--- src/rtl/acc_alu_pkg.sv ---
package acc_alu_pkg;

   typedef enum logic [2:0] {
      OP_LOAD = 3'd0,
      OP_ABS  = 3'd1,
      OP_RND  = 3'd2,
      OP_CMP  = 3'd3,
      OP_TST  = 3'd4
   } alu_op_e;

   localparam int unsigned STAT_W = 16;

   // Low byte of the status register, bit 0 at the right.
   typedef struct packed {
      logic sticky;   // bit 7
      logic lzero;    // bit 6
      logic top2;     // bit 5
      logic over32;   // bit 4
      logic sign;     // bit 3
      logic zero;     // bit 2
      logic ovf;      // bit 1
      logic carry;    // bit 0
   } flag_bits_t;

endpackage

--- src/rtl/acc_bank.sv ---
module acc_bank #(
   parameter int unsigned ACC_W   = 40,
   parameter int unsigned NUM_ACC = 2,
   localparam int unsigned SEL_W  = (NUM_ACC > 1) ? $clog2(NUM_ACC) : 1
) (
   input  logic                 clk,
   input  logic                 rst_n,
   input  logic                 wr_en,
   input  logic [SEL_W-1:0]     wr_sel,
   input  logic [ACC_W-1:0]     wr_data,
   output logic [ACC_W-1:0]     acc_q [NUM_ACC]
);

   generate
      for (genvar gi = 0; gi < NUM_ACC; gi++) begin : g_acc
         always_ff @(posedge clk) begin
            if (!rst_n)
               acc_q[gi] <= '0;
            else if (wr_en && (wr_sel == SEL_W'(gi)))
               acc_q[gi] <= wr_data;
         end
      end
   endgenerate

endmodule

--- src/rtl/acc_op_unit.sv ---
module acc_op_unit
   import acc_alu_pkg::*;
#(
   parameter int unsigned ACC_W = 40,
   parameter int unsigned LOW_W = 16
) (
   input  logic              start,
   input  logic [2:0]        opcode,
   input  logic              acc_sel,
   input  logic [ACC_W-1:0]  load_data,
   input  logic [ACC_W-1:0]  acc0,
   input  logic [ACC_W-1:0]  acc1,
   output logic              wr_en,
   output logic [ACC_W-1:0]  wr_data,
   output logic              flag_en,
   output logic [ACC_W-1:0]  flag_val,
   output logic              carry,
   output logic              ovf
);

   localparam int unsigned MSB = ACC_W - 1;
   localparam logic [ACC_W-1:0] HALF_LSB = ACC_W'(1) << (LOW_W - 1);
   localparam logic [ACC_W-1:0] LOW_MASK = (ACC_W'(1) << LOW_W) - ACC_W'(1);
   localparam logic [ACC_W-1:0] MOST_NEG = ACC_W'(1) << MSB;

   logic [ACC_W-1:0] src;
   logic [ACC_W-1:0] src_neg;
   logic [ACC_W-1:0] abs_val;
   logic [ACC_W-1:0] rnd_val;
   logic [ACC_W-1:0] diff;
   logic [ACC_W-1:0] sub_neg;
   logic             cmp_carry;
   logic             cmp_ovf;
   alu_op_e          op;

   assign op        = alu_op_e'(opcode);
   assign src       = acc_sel ? acc1 : acc0;
   assign src_neg   = ~src + ACC_W'(1);
   assign abs_val   = src[MSB] ? src_neg : src;
   assign rnd_val   = (src + HALF_LSB) & ~LOW_MASK;
   assign diff      = acc0 - acc1;
   assign sub_neg   = ~acc1 + ACC_W'(1);
   assign cmp_carry = (acc0 >= diff);
   assign cmp_ovf   = (acc0[MSB] == sub_neg[MSB]) && (diff[MSB] != acc0[MSB]);

   always_comb begin
      wr_en    = 1'b0;
      wr_data  = src;
      flag_en  = 1'b0;
      flag_val = src;
      carry    = 1'b0;
      ovf      = 1'b0;
      if (start) begin
         case (op)
            OP_LOAD: begin
               wr_en   = 1'b1;
               wr_data = load_data;
            end
            OP_ABS: begin
               wr_en    = 1'b1;
               wr_data  = abs_val;
               flag_en  = 1'b1;
               flag_val = abs_val;
               ovf      = (src == MOST_NEG);
            end
            OP_RND: begin
               wr_en    = 1'b1;
               wr_data  = rnd_val;
               flag_en  = 1'b1;
               flag_val = rnd_val;
            end
            OP_CMP: begin
               flag_en  = 1'b1;
               flag_val = diff;
               carry    = cmp_carry;
               ovf      = cmp_ovf;
            end
            OP_TST: begin
               flag_en  = 1'b1;
               flag_val = src;
            end
            default: begin
               wr_en   = 1'b0;
               flag_en = 1'b0;
            end
         endcase
      end
   end

endmodule

--- src/rtl/acc_flag_unit.sv ---
module acc_flag_unit
   import acc_alu_pkg::*;
#(
   parameter int unsigned ACC_W = 40,
   parameter int unsigned LOW_W = 16
) (
   input  logic              clk,
   input  logic              rst_n,
   input  logic              flag_en,
   input  logic [ACC_W-1:0]  flag_val,
   input  logic              carry,
   input  logic              ovf,
   output logic [STAT_W-1:0] status_q
);

   localparam int unsigned WORD2_TOP = 2 * LOW_W - 1;
   localparam int unsigned GUARD_W   = ACC_W - WORD2_TOP;

   flag_bits_t cur_fl;
   flag_bits_t nxt_fl;
   logic       beyond_32;

   generate
      if (GUARD_W > 1) begin : g_guard
         logic [GUARD_W-1:0] guard;
         assign guard     = flag_val[ACC_W-1:WORD2_TOP];
         assign beyond_32 = !((&guard) || (~|guard));
      end else begin : g_noguard
         assign beyond_32 = 1'b0;
      end
   endgenerate

   assign cur_fl = flag_bits_t'(status_q[7:0]);

   always_comb begin
      nxt_fl        = '0;
      nxt_fl.carry  = carry;
      nxt_fl.ovf    = ovf;
      nxt_fl.zero   = (flag_val == '0);
      nxt_fl.sign   = flag_val[ACC_W-1];
      nxt_fl.over32 = beyond_32;
      nxt_fl.top2   = (flag_val[WORD2_TOP] == flag_val[WORD2_TOP-1]);
      nxt_fl.lzero  = 1'b0;
      nxt_fl.sticky = cur_fl.sticky | ovf;
   end

   always_ff @(posedge clk) begin
      if (!rst_n)
         status_q <= '0;
      else if (flag_en)
         status_q <= {{(STAT_W-8){1'b0}}, nxt_fl};
   end

endmodule

--- src/rtl/acc_alu_core.sv ---
module acc_alu_core
   import acc_alu_pkg::*;
#(
   parameter int unsigned ACC_W = 40,
   parameter int unsigned LOW_W = 16
) (
   input  logic              clk,
   input  logic              rst_n,
   input  logic              start,
   input  logic [2:0]        opcode,
   input  logic              acc_sel,
   input  logic [ACC_W-1:0]  load_data,
   output logic [ACC_W-1:0]  acc0_q,
   output logic [ACC_W-1:0]  acc1_q,
   output logic [15:0]       status_q
);

   localparam int unsigned NUM_ACC = 2;

   generate
      if (ACC_W < 2 * LOW_W) begin : g_bad_width
         $error("acc_alu_core: ACC_W must hold at least two low words");
      end
      if (LOW_W < 2) begin : g_bad_low
         $error("acc_alu_core: LOW_W must be at least 2");
      end
   endgenerate

   logic              wr_en;
   logic [ACC_W-1:0]  wr_data;
   logic              flag_en;
   logic [ACC_W-1:0]  flag_val;
   logic              carry;
   logic              ovf;
   logic [ACC_W-1:0]  acc_arr [NUM_ACC];

   acc_bank #(.ACC_W(ACC_W), .NUM_ACC(NUM_ACC)) u_bank (
      .clk     (clk),
      .rst_n   (rst_n),
      .wr_en   (wr_en),
      .wr_sel  (acc_sel),
      .wr_data (wr_data),
      .acc_q   (acc_arr)
   );

   acc_op_unit #(.ACC_W(ACC_W), .LOW_W(LOW_W)) u_op (
      .start     (start),
      .opcode    (opcode),
      .acc_sel   (acc_sel),
      .load_data (load_data),
      .acc0      (acc_arr[0]),
      .acc1      (acc_arr[1]),
      .wr_en     (wr_en),
      .wr_data   (wr_data),
      .flag_en   (flag_en),
      .flag_val  (flag_val),
      .carry     (carry),
      .ovf       (ovf)
   );

   acc_flag_unit #(.ACC_W(ACC_W), .LOW_W(LOW_W)) u_flags (
      .clk      (clk),
      .rst_n    (rst_n),
      .flag_en  (flag_en),
      .flag_val (flag_val),
      .carry    (carry),
      .ovf      (ovf),
      .status_q (status_q)
   );

   assign acc0_q = acc_arr[0];
   assign acc1_q = acc_arr[1];

endmodule

--- config.mk ---
export PLATFORM = sky130hd
export DESIGN_NAME = acc_alu_core
export DESIGN_NICKNAME = d
export VERILOG_FILES = /design/src/rtl/acc_alu_pkg.sv /design/src/rtl/acc_bank.sv /design/src/rtl/acc_op_unit.sv /design/src/rtl/acc_flag_unit.sv /design/src/rtl/acc_alu_core.sv
export SDC_FILE = /design/constraint.sdc
export NUM_CORES = 1
export LEC_CHECK = 0
export ABC_AREA = 1
export BUFFER_PORTS_ARGS = -buffer_cell sky130_fd_sc_hd__buf_2
export CORE_MARGIN = 2
export CORE_UTILIZATION = 35
export DETAILED_ROUTE_END_ITERATION = 16
export GPL_TIMING_DRIVEN = 1
export PLACE_DENSITY = 0.52
export SETUP_SLACK_MARGIN = 0.1
export SLEW_MARGIN = 20
export SYNTH_ARGS = -nofsm -noshare
export SYNTH_HDL_FRONTEND = slang
export SYNTH_SLANG_ARGS = --single-unit
--- constraint.sdc ---
create_clock -name clk -period 4.2 [get_ports clk]
set_clock_uncertainty 0.05 [all_clocks]
set_input_delay 0.63 -clock clk [delete_from_list [all_inputs] [get_ports clk]]
set_output_delay 0.63 -clock clk [all_outputs]
set_load 0.01 [all_outputs]
# Yosys cells after proc, flatten, opt, wreduce, memory -nomap -nowiden
# Cells that the tools add are included.
totals:
  register_bits: 87
  input_bits: 47
classes:
  addsub: 4
  order_cmp: 1
  eq_ne: 8
  mux: 14
  bitwise: 4
  reduce_logical: 12
op_table:
  columns: ["cell", "count"]
  rows:
  - ["$pmux W40 S3", 2]
  - ["$mux W40", 4]
  - ["$add A40 B1 Y40 const B", 2]
  - ["$not A40 Y40", 2]
  - ["$add A40 B16 Y40 const B", 1]
  - ["$eq A40 B40 Y1 const B", 1]
  - ["$ge A40 B40 Y1", 1]
  - ["$logic_not A40 Y1", 1]
  - ["$sub A40 B40 Y40", 1]
  - ["$reduce_and A9 Y1", 1]
  - ["$reduce_or A9 Y1", 1]
  - ["$mux W1", 7]
  - ["$eq A3 B2 Y1 const B", 2]
  - ["$reduce_or A4 Y1", 1]
  - ["$eq A3 B1 Y1 const B", 1]
  - ["$eq A3 B3 Y1 const B", 1]
  - ["$logic_and A1 B1 Y1", 3]
  - ["$logic_not A3 Y1", 1]
  - ["$reduce_or A3 Y1", 1]
  - ["$eq A1 B1 Y1", 2]
  - ["$logic_not A1 Y1", 2]
  - ["$pmux W1 S2", 1]
  - ["$logic_or A1 B1 Y1", 1]
  - ["$ne A1 B1 Y1", 1]
  - ["2 further kinds", 2]

# Logic depth before layout (Yosys ltp)
logic_depth:
  depth_word: 10
  depth_mapped: 27

# Hierarchy
# A second synthesis with hierarchy kept.
unflattened:
  cells_unflattened: 2336
  hier_area_um2: 12488.2
modules_own_cells:
  columns: ["module", "instances", "cells_each", "area_per_inst_um2", "seq_area_each_um2"]
  rows:
  - ["acc_op_unit", 1, 1810, 8779.7, 0.0]
  - ["acc_bank", 1, 439, 3189.3, 1601.5]
  - ["acc_flag_unit", 1, 87, 519.2, 140.1]

# Worst setup path after synthesis
# No wires, ideal clock.
synth_path:
  kind: "flip-flop to flip-flop"
  start: "register u_bank.acc_q[40] in the netlist's numbering"
  end: "register u_flags.status_q[0]"
  setup_time_ns: 0.070
  t_arrival_ns: 3.218
  t_required_ns: 4.080
  slack_ns: 0.861
  stages_incl_launch_ff: 25
  n_path_buf: 0
  synth_period_minus_slack_ns: 3.339
  path_cell_list: "dfxtp_1 -> inv_1 -> ha_1 -> fa_1 -> inv_1 -> nand3_1 -> nand2_1 -> nand2_1 -> nand2_1 -> nand2_1 -> nand2_1 -> nand2_1 -> nand2_1 -> nand2_1 -> nand3b_1 -> nand2_1 -> ha_1 -> nand2_1 -> nor4_1 -> inv_1 -> nor2_1 -> nand4_1 -> nand4_1 -> nand3_1 -> a21oi_1"
synth_between:
  elab_chain_cells: 4
synth_lines:
  columns: ["item", "line_no", "text"]
  rows:
  - ["start: declaration", "acc_bank.sv:11", "output logic [ACC_W-1:0] acc_q [NUM_ACC]"]
  - ["start signal: indexed assignment", "acc_bank.sv:20", "acc_q[gi] <= wr_data;"]
  - ["$sub A40 B40 Y40", "acc_op_unit.sv:41", "assign diff = acc0 - acc1;"]
  - ["$ge A40 B40 Y1 *", "acc_op_unit.sv:43", "assign cmp_carry = (acc0 >= diff);"]
  - ["$mux W1 *", "acc_op_unit.sv:54", "case (op)"]
  - ["$mux W1 *", "acc_op_unit.sv:53", "if (start) begin"]
  - ["end signal: assignment", "acc_flag_unit.sv:51", "status_q <= {{(STAT_W-8){1'b0}}, nxt_fl};"]
  - ["end: declaration", "acc_flag_unit.sv:13", "output logic [STAT_W-1:0] status_q"]
# Every way passes the cells marked *; elsewhere a longest branch is shown, timed or not.
# A chain may end at the register's enable or synchronous reset.

# Worst setup path after layout
layout_path:
  start: "register u_bank.acc_q[6] in the netlist's numbering"
  end: "register u_flags.status_q[0]"
layout_between:
  elab_chain_cells: 4
layout_lines:
  columns: ["item", "line_no"]
  rows:
  - ["$sub A40 B40 Y40", "acc_op_unit.sv:41"]
  - ["$ge A40 B40 Y1", "acc_op_unit.sv:43"]
  - ["$mux W1", "acc_op_unit.sv:54"]
  - ["$mux W1", "acc_op_unit.sv:53"]
# No other way between the ends.

==> impl_metrics.toml <==
[synth]
synthTopCellsByArea = "nand2_1, dfxtp_1, inv_1"
syn_area_um2 = 11500
yosysMostFrequentCell = "nand2_1"
post_synth.cell_area_avg_um2 = 5.58
ys_warn_count = 0
netlist_instances = 2058
synth_area_leader_cell = "nand2_1"
synth_common_cells = "nand2_1, inv_1, nor2_1"
ys_seq_area_frac = 0.152
async_flop_share = 0
ys_ff_latch = 87
synth_cell_types = 56
synth_top_area_frac = 0.194
synth-edff-count = 0
synth_top_flop_cell = "dfxtp_1"

[power]
pwr-share-seq = 0.243
p_per_area_nw_per_um2 = 280
p_int_mw = 1.97
pwr-share-comb = 0.541
power.switching_mw = 1.75
p_sw_frac = 0.471
clkPwrFrac = 0.216
ir_worst_vdd_v = 0.000198
leakagePower_nw = 7.44

[sta]
hold_violations = 0
tightestPinTransition_ns = 0.928
clock.fmax_ghz = 0.260
min_period_ns = 3.85
tns_ns = 0
rsz0062_at_grt = "no"
maxSlewHeadroom = 0.381
min_period_over_period = 0.917
drv_slew = 0
finalSetupViolCount = 0

[global_routing]
globalRouteOverflowTotal = 0
antenna_found_initial = 1
grt_max_degree = 77
grt_pass1_vias = 12957
grt_usage = 0.301
grt_pass1_wl_mm = 76.8

[route]
via_per_inst = 5.31
routed_wl_mm = 51.9
drcViolationCount = 0
dr.pass1.iters = 6
vias = 14128
routedWlPerCell_um = 19.5
antenna_left = 0
drt_iter0_drc = 1544

[critical_path]
path_class = "flip-flop to flip-flop"
critPathRequiredTime_ns = 4.34
cp-start-kind = "flip-flop"
crit_chain = "inv_1 -> ha_1 -> nand2_1 -> inv_1 -> a21oi_1 -> nand2_1 -> nand2_1 -> nand2_1 -> nand3_1 -> nand3_1 -> nand2_1 -> inv_1 -> ha_1 -> a21oi_1 -> o21ai_0 -> a21o_1 -> a21oi_2 -> o21ai_0 -> nand2_1 -> o211a_1 -> nand4_1 -> nand3_1 -> a21oi_1"
path_common_cell = "nand2_1"
critPathCaptureType = "flip-flop"
critPathMaxFanout = 4
critPathMaxStageDelay_ns = 0.39
slowest_stage = "dfxtp_1"
worstPathArrival_ns = 3.99

[clocking]
numCtsBuffers = 9
cts.sinks = 87
cts_tree = "yes"
cts-hold-fix-buffers = 0
cts_buffer_depth = 2
clkTransAtPathRegs_ns = 0.07
clock_latency_ns = 0.35
htree_levels = 3
cts_root_buf = "clkbuf_16"

[status]
outcome = "completed"

[place]
place_inst = 2649
dp.final_hpwl_mm = 44.1
port_buffers = 133
postPlaceCellArea_um2 = 12900
gp_congestion = 1.00

[floorplan]
die_x_um = 185
start_util = 0.355
die_area_um2 = 34300
rows = 66
coreArea_um2 = 32400
die_h_um = 185
boundaryPins = 143

[final_layout]
diodes = 0
num-fill-cells = 3669
syn_to_final_growth_pct = 15.7
nNetsFinal = 2349
regArea_um2 = 1740
final_cells = 2663
final_layout_size_suffix_gt1_frac = 0.145
stdcell_area_um2 = 13300
multi_input_area_um2 = 8190

[run]
maxCapViolCount = 0

[worst_hold_path]
hold_path_class = "flip-flop to flip-flop"
[what timing repair did]
action | CTS | global route
buffers inserted | 0 | 0
pin swaps | 0 | 1
setup endpoints to repair | 1 | 1
gates resized for setup | 1 | 17
[routing by layer]
metal  up-vias  GRT usage  wire length, µm
li1       6972          -                -
met1      6503      0.431            24300
met2       561      0.452            21600
met3        90     0.0370             3940
met4         2      0.126             2120
met5         -          0                8
[cells in the final DEF (no fill, tap or decap), types with 15 or more instances in the layout]
master and count:
o21bai_1 15, o21ai_1 17, dfxtp_1 86, nor3_1 23
inv_1 319, buf_4 75, nand3_1 175, nor2_2 16
a21oi_1 150, nand2_2 21, o21ai_0 120, nor2_1 197
buf_2 132, ha_1 82, nand2_1 589, o21ai_2 24
nand4_1 53
[area by class of cell]
class	count	share of cell area
flip-flops and latches	87	0.131
clock buffers	13	0.0189
inverters	329	0.0935
multi-input cells	1582	0.617
clock inverters	1	0.00226
repair buffers	209	0.0952
well taps	442	0.0417
[power by group through the flow]
stage | Sequential [mW] | Clock [mW] | Combinational, mW
2_1_floorplan | 0.935 | 0 | 1.32
3_3_place_gp | 0.919 | 0 | 1.94
3_5_place_dp | 0.920 | 0 | 1.95
4_1_cts | 0.901 | 0.811 | 1.96
5_1_grt | 0.905 | 0.844 | 2.25
6_report | 0.903 | 0.804 | 2.02
[sequential cells by signal, indices dropped and copies added (netlist names)]
name	count
u_bank.acc_q	80
u_flags.status_q	7
[cell families (layout without fill, tap and decap cells)]
logic type / count (synthesis) / in the layout / synth area share
and+or+nand+nor: 1109 / 1109 / 0.417
buffers and inverters: 397 / 552 / 0.145
AOI/OAI and AO/OA: 365 / 365 / 0.183
DFF: 87 / 87 / 0.152
adders and majority gates: 84 / 84 / 0.0922
xor gates and xnor gates: 15 / 15 / 0.0114
other: 1 / 9 / 0.000327
[worst max-delay path: cells and delay by family, from the launching register on]
| family | cells | cell delay [ns] |
|---|---|---|
| buffers and inverters | 3 | 0.27 |
| adders and majority gates | 2 | 0.65 |
| DFF | 1 | 0.39 |
| and+or+nand+nor | 10 | 1.22 |
| AOI/OAI and AO/OA | 8 | 1.10 |
[metrics by stage]
| stage | worst slack, ns | hold WS [ns] | util | total power [mW] |
|---|---|---|---|---|
| final | 0.347 | 0.417 | 0.410 | 3.72 |
| after global routing | 0.106 | 0.458 | 0.410 | 4.00 |
| after CTS | 0.228 | 0.418 | 0.408 | 3.67 |
| after detailed placement | 0.0892 | 0.407 | 0.399 | 2.87 |
| after global placement | 0.161 | 0.390 | 0.399 | 2.86 |
| after floorplan | 0.861 | 0.424 | - | 2.26 |
[final timing paths]
kind,from,end,slack [ns],cells past startpoint
worst max register to register,u_bank.acc_q[6]$_SDFFE_PN0P_,u_flags.status_q[0]$_SDFFE_PN0P_,0.35,23
worst max-delay path,u_bank.acc_q[6]$_SDFFE_PN0P_,u_flags.status_q[0]$_SDFFE_PN0P_,0.35,23
worst min-delay path,u_flags.status_q[1]$_SDFFE_PN0P_,u_flags.status_q[1]$_SDFFE_PN0P_,0.42,2
worst min register to register,u_flags.status_q[1]$_SDFFE_PN0P_,u_flags.status_q[1]$_SDFFE_PN0P_,0.42,2
Power figures use the tool's default switching activity.
